--- config.mk ---
export PLATFORM = sky130hd
export DESIGN_NAME = mdrv_fault_sup
export DESIGN_NICKNAME = d
export VERILOG_FILES = /design/src/rtl/mdrv_pkg.sv /design/src/rtl/mdrv_sync.sv /design/src/rtl/mdrv_ocp_qual.sv /design/src/rtl/mdrv_wake_timer.sv /design/src/rtl/mdrv_fault_sup.sv
export SDC_FILE = /design/constraint.sdc
export NUM_CORES = 1
export LEC_CHECK = 0
export ABC_CLOCK_PERIOD_IN_PS = 2500
export CORE_AREA = 2 2 62 64
export CTS_CLUSTER_DIAMETER = 150
export DETAILED_ROUTE_END_ITERATION = 10
export DIE_AREA = 0 0 64 66
export GPL_TIMING_DRIVEN = 1
export HOLD_SLACK_MARGIN = 0.03
export PLACE_DENSITY = 0.76
export RECOVER_POWER = 100
export SETUP_SLACK_MARGIN = 0.02
export SYNTH_ARGS = -nofsm -noshare
export SYNTH_HDL_FRONTEND = slang
export SYNTH_HIERARCHICAL = 1
export SYNTH_SLANG_ARGS = --single-unit
--- constraint.sdc ---
create_clock -name clk_i -period 2.5 [get_ports clk_i]
set_clock_uncertainty 0.2 [all_clocks]
set_input_delay 0.25 -clock clk_i [delete_from_list [all_inputs] [get_ports clk_i]]
set_output_delay 0.25 -clock clk_i [all_outputs]
set_load 0.005 [all_outputs]
--- src/rtl/mdrv_pkg.sv ---
package mdrv_pkg;
  typedef enum logic [1:0] {
    FLT_NONE  = 2'd0,
    FLT_OCP   = 2'd1,
    FLT_THERM = 2'd2,
    FLT_UV    = 2'd3
  } flt_code_e;

  // synchroniser lane positions
  localparam int unsigned L_ILIM  = 0;
  localparam int unsigned L_OT    = 1;
  localparam int unsigned L_UV    = 2;
  localparam int unsigned L_SLEEP = 3;
  localparam int unsigned L_DRST  = 4;
  localparam int unsigned L_STEP  = 5;
  localparam int unsigned LANES   = 6;
endpackage

--- src/rtl/mdrv_sync.sv ---
module mdrv_sync #(
  parameter int unsigned W         = 1,
  parameter logic [W-1:0] RST_VAL  = '0
) (
  input  logic         clk_i,
  input  logic         rst_ni,
  input  logic [W-1:0] d_i,
  output logic [W-1:0] q_o
);
  for (genvar i = 0; i < W; i++) begin : g_lane
    logic s1, s2;
    always_ff @(posedge clk_i or negedge rst_ni) begin
      if (!rst_ni) begin
        s1 <= RST_VAL[i];
        s2 <= RST_VAL[i];
      end else begin
        s1 <= d_i[i];
        s2 <= s1;
      end
    end
    assign q_o[i] = s2;
  end
endmodule

--- src/rtl/mdrv_ocp_qual.sv ---
module mdrv_ocp_qual #(
  parameter int unsigned QUAL_W = 8
) (
  input  logic              clk_i,
  input  logic              rst_ni,
  input  logic              clr_i,
  input  logic              hold_i,
  input  logic              ilim_i,
  input  logic [QUAL_W-1:0] qual_i,
  output logic              lat_o
);
  logic [QUAL_W-1:0] cnt_q;
  logic              lat_q;

  always_ff @(posedge clk_i or negedge rst_ni) begin
    if (!rst_ni) begin
      cnt_q <= '0;
      lat_q <= 1'b0;
    end else if (clr_i) begin
      cnt_q <= '0;
      lat_q <= 1'b0;
    end else if (hold_i || lat_q || !ilim_i) begin
      cnt_q <= '0;
    end else if (cnt_q == qual_i) begin
      // flag held for qual_i+1 samples: strictly longer than qual_i
      lat_q <= 1'b1;
      cnt_q <= '0;
    end else begin
      cnt_q <= cnt_q + 1'b1;
    end
  end

  assign lat_o = lat_q;
endmodule

--- src/rtl/mdrv_wake_timer.sv ---
module mdrv_wake_timer #(
  parameter int unsigned CYC = 50
) (
  input  logic clk_i,
  input  logic rst_ni,
  input  logic run_i,
  output logic ready_o
);
  localparam int unsigned CW   = (CYC < 2) ? 1 : $clog2(CYC + 1);
  localparam int unsigned LAST = (CYC < 1) ? 0 : CYC - 1;

  logic [CW-1:0] cnt_q;
  logic          rdy_q;

  always_ff @(posedge clk_i or negedge rst_ni) begin
    if (!rst_ni) begin
      cnt_q <= '0;
      rdy_q <= 1'b0;
    end else if (!run_i) begin
      cnt_q <= '0;
      rdy_q <= 1'b0;
    end else if (!rdy_q) begin
      if (cnt_q == CW'(LAST)) rdy_q <= 1'b1;
      else                    cnt_q <= cnt_q + 1'b1;
    end
  end

  assign ready_o = rdy_q;
endmodule

--- src/rtl/mdrv_fault_sup.sv ---
module mdrv_fault_sup #(
  parameter int unsigned CLK_HZ    = 50_000_000,
  parameter int unsigned SETTLE_US = 1000,
  parameter int unsigned QUAL_W    = 8
) (
  input  logic              clk_i,
  input  logic              rst_ni,
  input  logic              sleep_ni,
  input  logic              drv_rst_ni,
  input  logic              ilim_i,
  input  logic              otemp_i,
  input  logic              uvlo_i,
  input  logic              step_i,
  input  logic [QUAL_W-1:0] ocp_time_i,
  output logic              bridge_en_o,
  output logic              fault_no,
  output logic [1:0]        fault_code_o,
  output logic              step_o
);
  import mdrv_pkg::*;

  localparam int unsigned SETTLE_CYC = CLK_HZ / 1_000_000 * SETTLE_US;
  localparam logic [LANES-1:0] SYNC_RST = LANES'(1) << L_DRST;

  logic [LANES-1:0] raw, syn;
  logic ilim_s, ot_s, uv_s, sleep_s, drv_rst_s, step_s;
  logic ocp_lat, ready;
  logic step_d, step_q;
  flt_code_e code;

  always_comb begin
    raw          = '0;
    raw[L_ILIM]  = ilim_i;
    raw[L_OT]    = otemp_i;
    raw[L_UV]    = uvlo_i;
    raw[L_SLEEP] = sleep_ni;
    raw[L_DRST]  = drv_rst_ni;
    raw[L_STEP]  = step_i;
  end

  mdrv_sync #(.W(LANES), .RST_VAL(SYNC_RST)) u_sync (
    .clk_i (clk_i),
    .rst_ni(rst_ni),
    .d_i   (raw),
    .q_o   (syn)
  );

  assign ilim_s    = syn[L_ILIM];
  assign ot_s      = syn[L_OT];
  assign uv_s      = syn[L_UV];
  assign sleep_s   = syn[L_SLEEP];
  assign drv_rst_s = syn[L_DRST];
  assign step_s    = syn[L_STEP];

  // driver reset is honoured only while awake
  mdrv_ocp_qual #(.QUAL_W(QUAL_W)) u_ocp (
    .clk_i (clk_i),
    .rst_ni(rst_ni),
    .clr_i (uv_s | (sleep_s & ~drv_rst_s)),
    .hold_i(~sleep_s),
    .ilim_i(ilim_s),
    .qual_i(ocp_time_i),
    .lat_o (ocp_lat)
  );

  mdrv_wake_timer #(.CYC(SETTLE_CYC)) u_wake (
    .clk_i  (clk_i),
    .rst_ni (rst_ni),
    .run_i  (sleep_s & ~uv_s),
    .ready_o(ready)
  );

  always_comb begin
    if (uv_s)          code = FLT_UV;
    else if (!sleep_s) code = FLT_NONE;
    else if (ocp_lat)  code = FLT_OCP;
    else if (ot_s)     code = FLT_THERM;
    else               code = FLT_NONE;
  end

  assign bridge_en_o  = sleep_s & ~uv_s & ~ocp_lat & ~ot_s;
  assign fault_no     = ~(uv_s | (sleep_s & (ocp_lat | ot_s)));
  assign fault_code_o = code;

  // edges seen while blocked are consumed, never queued
  always_ff @(posedge clk_i or negedge rst_ni) begin
    if (!rst_ni) begin
      step_d <= 1'b0;
      step_q <= 1'b0;
    end else begin
      step_d <= step_s;
      step_q <= step_s & ~step_d & ready & bridge_en_o;
    end
  end

  assign step_o = step_q;
endmodule

==> insert_results.sql, run 1 <==
INSERT INTO impl_metrics (metric_group, metric, value, unit) VALUES
('global_route', 'grt_pass1_wl', '5610', 'µm'),
('layout', 'final_common_cell', 'sky130_fd_sc_hd__dfrtp_1', ''),
('layout', 'layout.cells.most_common_list', '38 x sky130_fd_sc_hd__dfrtp_1, 15 x sky130_fd_sc_hd__xor2_1, 12 x sky130_fd_sc_hd__nor2_1, 12 x sky130_fd_sc_hd__dlygate4sd3_1', ''),
('timing', 'slew_violations', '0', ''),
('placed_design', 'placed_area', '2080', 'µm²'),
('synth', 'syn_avg_cell_area', '11.0', 'µm²'),
('placed_design', 'globalplace.congestion', '0.808', ''),
('routing', 'viasPerCell', '5.25', ''),
('synth', 'yosys_warning_total', '6', ''),
('synth', 'postSynth.asyncResetShare', '1.00', ''),
('layout', 'synthToLayoutAreaGrowth', '15.3', '%'),
('clock_network', 'post_cts.repair.setup_buffers', '0', ''),
('routing', 'route.vias.total', '1259', ''),
('timing', 'tns', '0', 'ns'),
('synth', 'synth.yosys.seq_area_share', '0.538', ''),
('placed_design', 'buffer_ports.inserted', '20', ''),
('timing', 'timing_hold_violations_final', '0', ''),
('synth', 'synth.ff_latch_count', '40', ''),
('die', 'placementRows', '22', ''),
('min_path', 'worst_min_path_start', 'u_sync/g_lane[0].s1$_DFF_PN0_', ''),
('worst_setup_path', 'category_of_the_critical_setup_timing_path', 'flop to output port', ''),
('synth', 'postSynth.topFlopCell', 'sky130_fd_sc_hd__dfrtp_1', ''),
('run_status', 'run_status', 'complete, no violations', ''),
('run', 'maxCapViolCount', '0', ''),
('synth', 'synthDominantAreaCellType', 'sky130_fd_sc_hd__dfrtp_1', ''),
('timing', 'slew_headroom', '0.367', ''),
('synth', 'synth_area_leaders', 'sky130_fd_sc_hd__dfrtp_1 51%, sky130_fd_sc_hd__xor2_1 7.0%, sky130_fd_sc_hd__dfstp_2 2.8%', ''),
('routing', 'drtIter0Drc', '63', ''),
('power_and_ir_drop', 'power', '1.08', 'mW'),
('die', 'die_area', '4220', 'µm²'),
('clock_network', 'htreeDepth', '2', ''),
('layout', 'final_cell_area', '2150', 'µm²'),
('timing', 'finalCriticalPeriod', '2.19', 'ns'),
('worst_setup_path', 'cp_max_fo', '6', ''),
('global_route', 'grt_util_all_layers', '0.178', ''),
('worst_setup_path', 'worstSetupStartpoint', 'u_sync/g_lane[2].s2$_DFF_PN0_', ''),
('layout', 'final-instance-count-excl-fill', '240', ''),
('clock_network', 'tritoncts', 'done', ''),
('power_and_ir_drop', 'power.density', '504', 'nW/µm²'),
('synth', 'synth_top_area_share', '0.509', ''),
('die', 'fp.dieW', '64', 'µm'),
('die', 'boundaryPins', '21', ''),
('worst_setup_path', 'cp-start-kind', 'flop', ''),
('routing', 'drt_drc', '0', ''),
('layout', 'finish.net_count', '209', ''),
('timing', 'period_share', '0.878', ''),
('synth', 'synth-edff-count', '0', ''),
('routing', 'detail_route.wl_per_cell', '13.4', 'µm'),
('routing', 'ant_nets', '0', ''),
('synth', 'post_synth_inst_count', '170', ''),
('die', 'effective_utilization_at_floorplan', '0.526', ''),
('die', 'core_area', '3550', 'µm²'),
('layout', 'fin_util', '0.606', ''),
('clock_network', 'ctsLongestPathBuffers', '2', ''),
('routing', 'initial_drt_pass_iterations', '4', ''),
('worst_setup_path', 'cp_slowest_cell', 'sky130_fd_sc_hd__dlygate4sd3_1', ''),
('worst_setup_path', 'cells_traversed_along_the_worst_timing_path', 'nor4b_2 > dlygate4sd3_1', ''),
('synth', 'synth_area', '1870', 'µm²'),
('routing', 'totalWireLength', '3210', 'µm'),
('clock_network', 'clk_pin_slew_worst_setup_hold_paths', '0.11', 'ns'),
('power_and_ir_drop', 'leakagePower', '0.940', 'nW'),
('global_route', 'grt_start_max_net_pins', '41', ''),
('timing', 'fmaxAchievable', '456', 'MHz'),
('synth', 'synthDistinctLibCells', '39', ''),
('power_and_ir_drop', 'max-vdd-ir-drop', '0.510', 'mV'),
('worst_setup_path', 'cp.required', '2.05', 'ns'),
('clock_network', 'tritoncts.num_buffers', '5', ''),
('global_route', 'antenna_found_initial', '0', ''),
('worst_setup_path', 'cp-end-kind', 'output port', ''),
('clock_network', 'worst_skew_pair.late_latency', '0.35', 'ns'),
('worst_setup_path', 'worst-endpoint-arrival', '1.74', 'ns');
-- synth_stat cells (3+ instances only) --
cell,count
sky130_fd_sc_hd__mux2i_1,4
sky130_fd_sc_hd__nand4_1,3
sky130_fd_sc_hd__nand2_1,9
sky130_fd_sc_hd__nor3b_1,3
sky130_fd_sc_hd__inv_1,9
sky130_fd_sc_hd__xor2_1,15
sky130_fd_sc_hd__nand3_1,7
sky130_fd_sc_hd__nor2_1,12
sky130_fd_sc_hd__dfrtp_1,38
sky130_fd_sc_hd__o21ai_0,4
sky130_fd_sc_hd__and3_1,4
sky130_fd_sc_hd__nand2b_1,5
sky130_fd_sc_hd__and2_1,7
sky130_fd_sc_hd__buf_4,6
sky130_fd_sc_hd__xnor2_1,5
sky130_fd_sc_hd__nor4_1,4
sky130_fd_sc_hd__a21boi_0,3
-- report_power, final --
part	switching (mW)	internal [mW]	leakage [nW]
sequential	0.00801	0.661	0.525
clock	0.211	0.136	0.0305
combinational	0.0316	0.0364	0.385
-- through the flow --
step                      hold WS [ns]  setup slack, ns
after floorplan                 -0.246            0.652
after global placement           0.134            0.601
after detailed placement         0.137            0.559
after CTS                       0.0808            0.315
after global routing             0.167            0.183
final                            0.162            0.306
-- layout make-up --
class	count	area, µm²
clock inverters	2	15.0
inverters	9	33.8
multi-input cells	113	776
flip-flops and latches	40	1000
fillers	287	1400
clock buffers	6	51.3
well taps	48	60.1
repair buffers	22	213
-- kinds of logic (layout without fill, tap and decap cells) --
kind of cell	after synthesis	after routing	share of synthesized area
and+or+nand+nor	71	71	0.227
DFF	40	40	0.538
xor gates and xnor gates	20	20	0.0938
buffers and inverters	17	39	0.0462
AOI/OAI and AO/OA	16	16	0.0610
muxes	4	4	0.0214
adders and majority gates	2	2	0.0134
-- what timing repair did --
action / 4_1_cts / 5_1_grt
resized for setup: 0 / 0
hold endpoints to repair: 38 / 0
hold buffers: 1 / 0
-- flip-flops by register name, summed over array words and instances, names as in the netlist --
register / count
u_sync/g_lane.s2: 6
step_o: 1
u_ocp/cnt_q: 8
u_wake/cnt_q: 16
step_d: 1
u_wake/ready_o: 1
u_sync/g_lane.s1: 6
u_ocp/lat_o: 1
-- final timing paths --
| check | cells after the start | slack (ns) | endpoint |
|---|---|---|---|
| max | 2 | 0.31 | bridge_en_o |
| max in group asynchronous | 2 | 1.16 | u_wake/cnt_q[5]$_DFFE_PN0P_ |
| min reg2reg | 0 | 0.16 | u_sync/g_lane[0].s2$_DFF_PN0_ |
| min | 0 | 0.16 | u_sync/g_lane[0].s2$_DFF_PN0_ |
| max reg2reg | 4 | 0.55 | u_wake/cnt_q[13]$_DFFE_PN0P_ |
| min in group asynchronous | 2 | 0.37 | u_sync/g_lane[5].s1$_DFF_PN0_ |
-- layer usage --
metal | track usage | wire (µm) | up-vias
li1 | - | - | 621
met3 | 0.0562 | 112 | 5
met1 | 0.200 | 1440 | 612
met4 | 0.120 | 57 | 0
met2 | 0.289 | 1600 | 21
met5 | 0 | 0 | -
-- worst max-delay path, delay by kind of cell (launching register included) --
kind,cells,cell delay [ns]
DFF,1,0.46
and+or+nand+nor,1,0.33
buffers and inverters,1,0.61
No activity file was read; power rests on OpenSTA's default activity.
==> run 2: changes to the inputs <==
CAP_MARGIN = 40   (was unset)
==> results of run 2 <==
No change in the layout: final DEF, timing and power equal those of run 1.
==> run 3: changes to the inputs <==
CELL_PAD_IN_SITES_DETAIL_PLACEMENT = 0   (was unset)
CELL_PAD_IN_SITES_GLOBAL_PLACEMENT = 1   (was unset)
CORE_AREA = 2 2 69 71   (was 2 2 62 64)
DIE_AREA = 0 0 71 73   (was 0 0 64 66)
PLACE_DENSITY = unset   (was 0.76)
PLACE_DENSITY_LB_ADDON = 0.1   (was unset)
REMOVE_ABC_BUFFERS = 1   (was unset)
==> insert_results.sql, run 3 (synthesis gave the netlist of run 1 again) <==
INSERT INTO impl_metrics (metric_group, metric, value, unit) VALUES
('timing', 'rsz_0062_raised_after_global_routing', 'no', ''),
('clock_network', 'tritoncts.num_buffers', '5', ''),
('global_route', 'grt_util_all_layers', '0.150', ''),
('layout', 'largest_register_ff_count', '16', ''),
('worst_setup_path', 'worstSetupStartpoint', 'u_sync/g_lane[2].s2$_DFF_PN0_', ''),
('layout', 'final-instance-count-excl-fill', '248', ''),
('timing', 'fmaxAchievable', '452', 'MHz'),
('layout', 'area_of_combinational_cells_with_multiple_inputs', '776', 'µm²'),
('timing', 'timing_hold_violations_final', '0', ''),
('layout', 'area.sequential', '1000', 'µm²'),
('clock_network', 'clock_tree.root_cell', 'sky130_fd_sc_hd__clkbuf_8', ''),
('die', 'fp.dieW', '71', 'µm'),
('run_status', 'run_status', 'complete, no violations', ''),
('worst_setup_path', 'timing.critical_path.depth', '2', ''),
('routing', 'route.vias.total', '1267', ''),
('layout', 'fillers', '440', ''),
('worst_setup_path', 'cells_traversed_along_the_worst_timing_path', 'nor4b_2 > dlygate4sd3_1', ''),
('global_route', 'grt_overflow', '0', ''),
('timing', 'tns', '0', 'ns'),
('timing', 'period_share', '0.884', ''),
('timing', 'slew_headroom', '0.536', ''),
('die', 'dieHeight', '73', 'µm'),
('power_and_ir_drop', 'max-vdd-ir-drop', '0.368', 'mV'),
('worst_setup_path', 'cp_slowest_cell', 'sky130_fd_sc_hd__dlygate4sd3_1', ''),
('power_and_ir_drop', 'leakagePower', '0.967', 'nW'),
('routing', 'detail_route.wl_per_cell', '13.4', 'µm'),
('die', 'die_area', '5180', 'µm²'),
('global_route', 'grt_pass1_wl', '6050', 'µm'),
('die', 'boundaryPins', '21', ''),
('global_route', 'grt_start_max_net_pins', '30', ''),
('timing', 'hold-worst-slack', '0.153', 'ns'),
('layout', 'synthToLayoutAreaGrowth', '18.7', '%'),
('layout', 'layout.cells.most_common_list', '38 x sky130_fd_sc_hd__dfrtp_1, 15 x sky130_fd_sc_hd__xor2_1, 12 x sky130_fd_sc_hd__nor2_1, 12 x sky130_fd_sc_hd__dlygate4sd3_1', ''),
('layout', 'final_common_cell', 'sky130_fd_sc_hd__dfrtp_1', ''),
('routing', 'ant_nets', '0', ''),
('run', 'maxCapViolCount', '0', ''),
('worst_setup_path', 'cp-end-kind', 'output port', ''),
('worst_setup_path', 'worstReg2RegEnd', 'u_wake/cnt_q[0]$_DFFE_PN0P_', ''),
('placed_design', 'placed_area', '2110', 'µm²'),
('global_route', 'antenna_found_initial', '0', ''),
('worst_setup_path', 'cp.buffers_inverters', '1', ''),
('worst_setup_path', 'critPathCapture', 'bridge_en_o', ''),
('clock_network', 'ctsLongestPathBuffers', '2', ''),
('layout', 'fin_util', '0.489', ''),
('placed_design', 'placed_cells_incl_taps', '239', ''),
('min_path', 'hold_path.class', 'flop to flop', ''),
('worst_setup_path', 'cp_max_fo', '6', ''),
('worst_setup_path', 'worst_r2r_startpoint', 'u_wake/cnt_q[13]$_DFFE_PN0P_', ''),
('worst_setup_path', 'timing.critical_path.slowest_cell_delay', '0.62', 'ns'),
('routing', 'drt_drc', '0', ''),
('layout', 'reg.largest.list', 'u_wake/cnt_q: 16 flops, u_ocp/cnt_q: 8 flops', ''),
('worst_setup_path', 'cp-start-kind', 'flop', ''),
('clock_network', 'worst_skew_pair.late_latency', '0.29', 'ns'),
('timing', 'tightestPinTransition', '0.697', 'ns'),
('layout', 'regMostFlops', 'u_wake/cnt_q', ''),
('routing', 'viasPerCell', '5.11', ''),
('timing', 'finalCriticalPeriod', '2.21', 'ns'),
('placed_design', 'detailedPlacementHpwl', '2420', 'µm'),
('placed_design', 'globalplace.congestion', '0.824', ''),
('worst_setup_path', 'cp.required', '2.05', 'ns'),
('worst_setup_path', 'r2r.worst_path.cells', '4', ''),
('worst_setup_path', 'critPathTopFamily', 'buffers and inverters', ''),
('die', 'core_area', '4540', 'µm²'),
('routing', 'totalWireLength', '3330', 'µm'),
('layout', 'number_of_antenna_repair_diodes', '0', ''),
('clock_network', 'cts-resized-gates', '0', ''),
('placed_design', 'buffer_ports.inserted', '20', ''),
('layout', 'post_route_cells_drive_above_1_share', '0.0773', ''),
('layout', 'final_cell_area', '2220', 'µm²'),
('clock_network', 'clock-sinks', '40', ''),
('timing', 'finalSetupViolations', '0', ''),
('worst_setup_path', 'category_of_the_critical_setup_timing_path', 'flop to output port', ''),
('die', 'placementRows', '25', ''),
('clock_network', 'htreeDepth', '2', ''),
('power_and_ir_drop', 'power.density', '574', 'nW/µm²'),
('clock_network', 'tritoncts', 'done', ''),
('die', 'effective_utilization_at_floorplan', '0.412', ''),
('routing', 'initial_drt_pass_iterations', '4', ''),
('worst_setup_path', 'regToRegSetupSlack', '0.57', 'ns'),
('global_route', 'first_global_vias', '1399', ''),
('worst_setup_path', 'worst-endpoint-arrival', '1.76', 'ns'),
('timing', 'slew_violations', '0', ''),
('layout', 'finish.net_count', '211', ''),
('routing', 'drtIter0Drc', '50', ''),
('clock_network', 'clk_pin_slew_worst_setup_hold_paths', '0.08', 'ns');
[run 3: report_power, final]
| part | switching [mW] | internal (mW) | total [mW] |
|---|---|---|---|
| Clock | 0.234 | 0.301 | 0.534 |
| Sequential | 0.00781 | 0.660 | 0.668 |
| Combinational | 0.0318 | 0.0367 | 0.0686 |
[run 3: worst min-delay path by stage]
stage | startpoint | end | slack (ns) | depth (start not counted)
after floorplan | rst_ni | step_d$_DFF_PN0_ | -0.25 | 0
after global placement | u_sync/g_lane[1].s1$_DFF_PN0_ | u_sync/g_lane[1].s2$_DFF_PN0_ | 0.13 | 0
after detailed placement | rst_ni | u_wake/ready_o$_DFF_PN0_ | -0.04 | 1
after CTS | u_sync/g_lane[0].s1$_DFF_PN0_ | u_sync/g_lane[0].s2$_DFF_PN0_ | 0.16 | 0
after global routing | u_sync/g_lane[4].s1$_DFF_PN1_ | u_sync/g_lane[4].s2$_DFF_PN1_ | 0.17 | 0
final | u_sync/g_lane[1].s1$_DFF_PN0_ | u_sync/g_lane[1].s2$_DFF_PN0_ | 0.15 | 0
[run 3: worst register-to-register path: stages (launching register included)]
cell                      delay, ns
sky130_fd_sc_hd__dfrtp_1       0.40
sky130_fd_sc_hd__or3b_1        0.43
sky130_fd_sc_hd__o41a_1        0.49
sky130_fd_sc_hd__xor2_1        0.16
sky130_fd_sc_hd__and2_0        0.15
[run 3: per-layer routing]
layer  routed length, µm  vias to the layer above  part of all wire  track usage
met4                  79                        0             0.024       0.0818
met3                 113                        7             0.034       0.0318
met5                   0                        -                 0            0
li1                    -                      621                 -            -
met1                1450                      620              0.44        0.171
met2                1680                       19              0.51        0.265
[run 3: timing repair]
action / in CTS / in global routing
hold endpoints to repair: 38 / 0
setup buffers: 0 / 0
hold buffers: 1 / 0
[run 3: through the flow]
| stage | total power [mW] | worst slack [ns] |
|---|---|---|
| after floorplan | 0.702 | 0.652 |
| after global placement | 0.751 | 0.575 |
| after detailed placement | 0.758 | 0.554 |
| after CTS | 1.30 | 0.283 |
| after global routing | 1.33 | 0.160 |
| final | 1.27 | 0.290 |
[run 3: cell type report]
| class | count | share of cell area |
|---|---|---|
| flip-flops and latches | 40 | 0.453 |
| multi-input cells | 113 | 0.350 |
| repair buffers | 24 | 0.0994 |
| clock buffers | 5 | 0.0311 |
| well taps | 54 | 0.0305 |
| clock inverters | 3 | 0.0209 |
| inverters | 9 | 0.0152 |
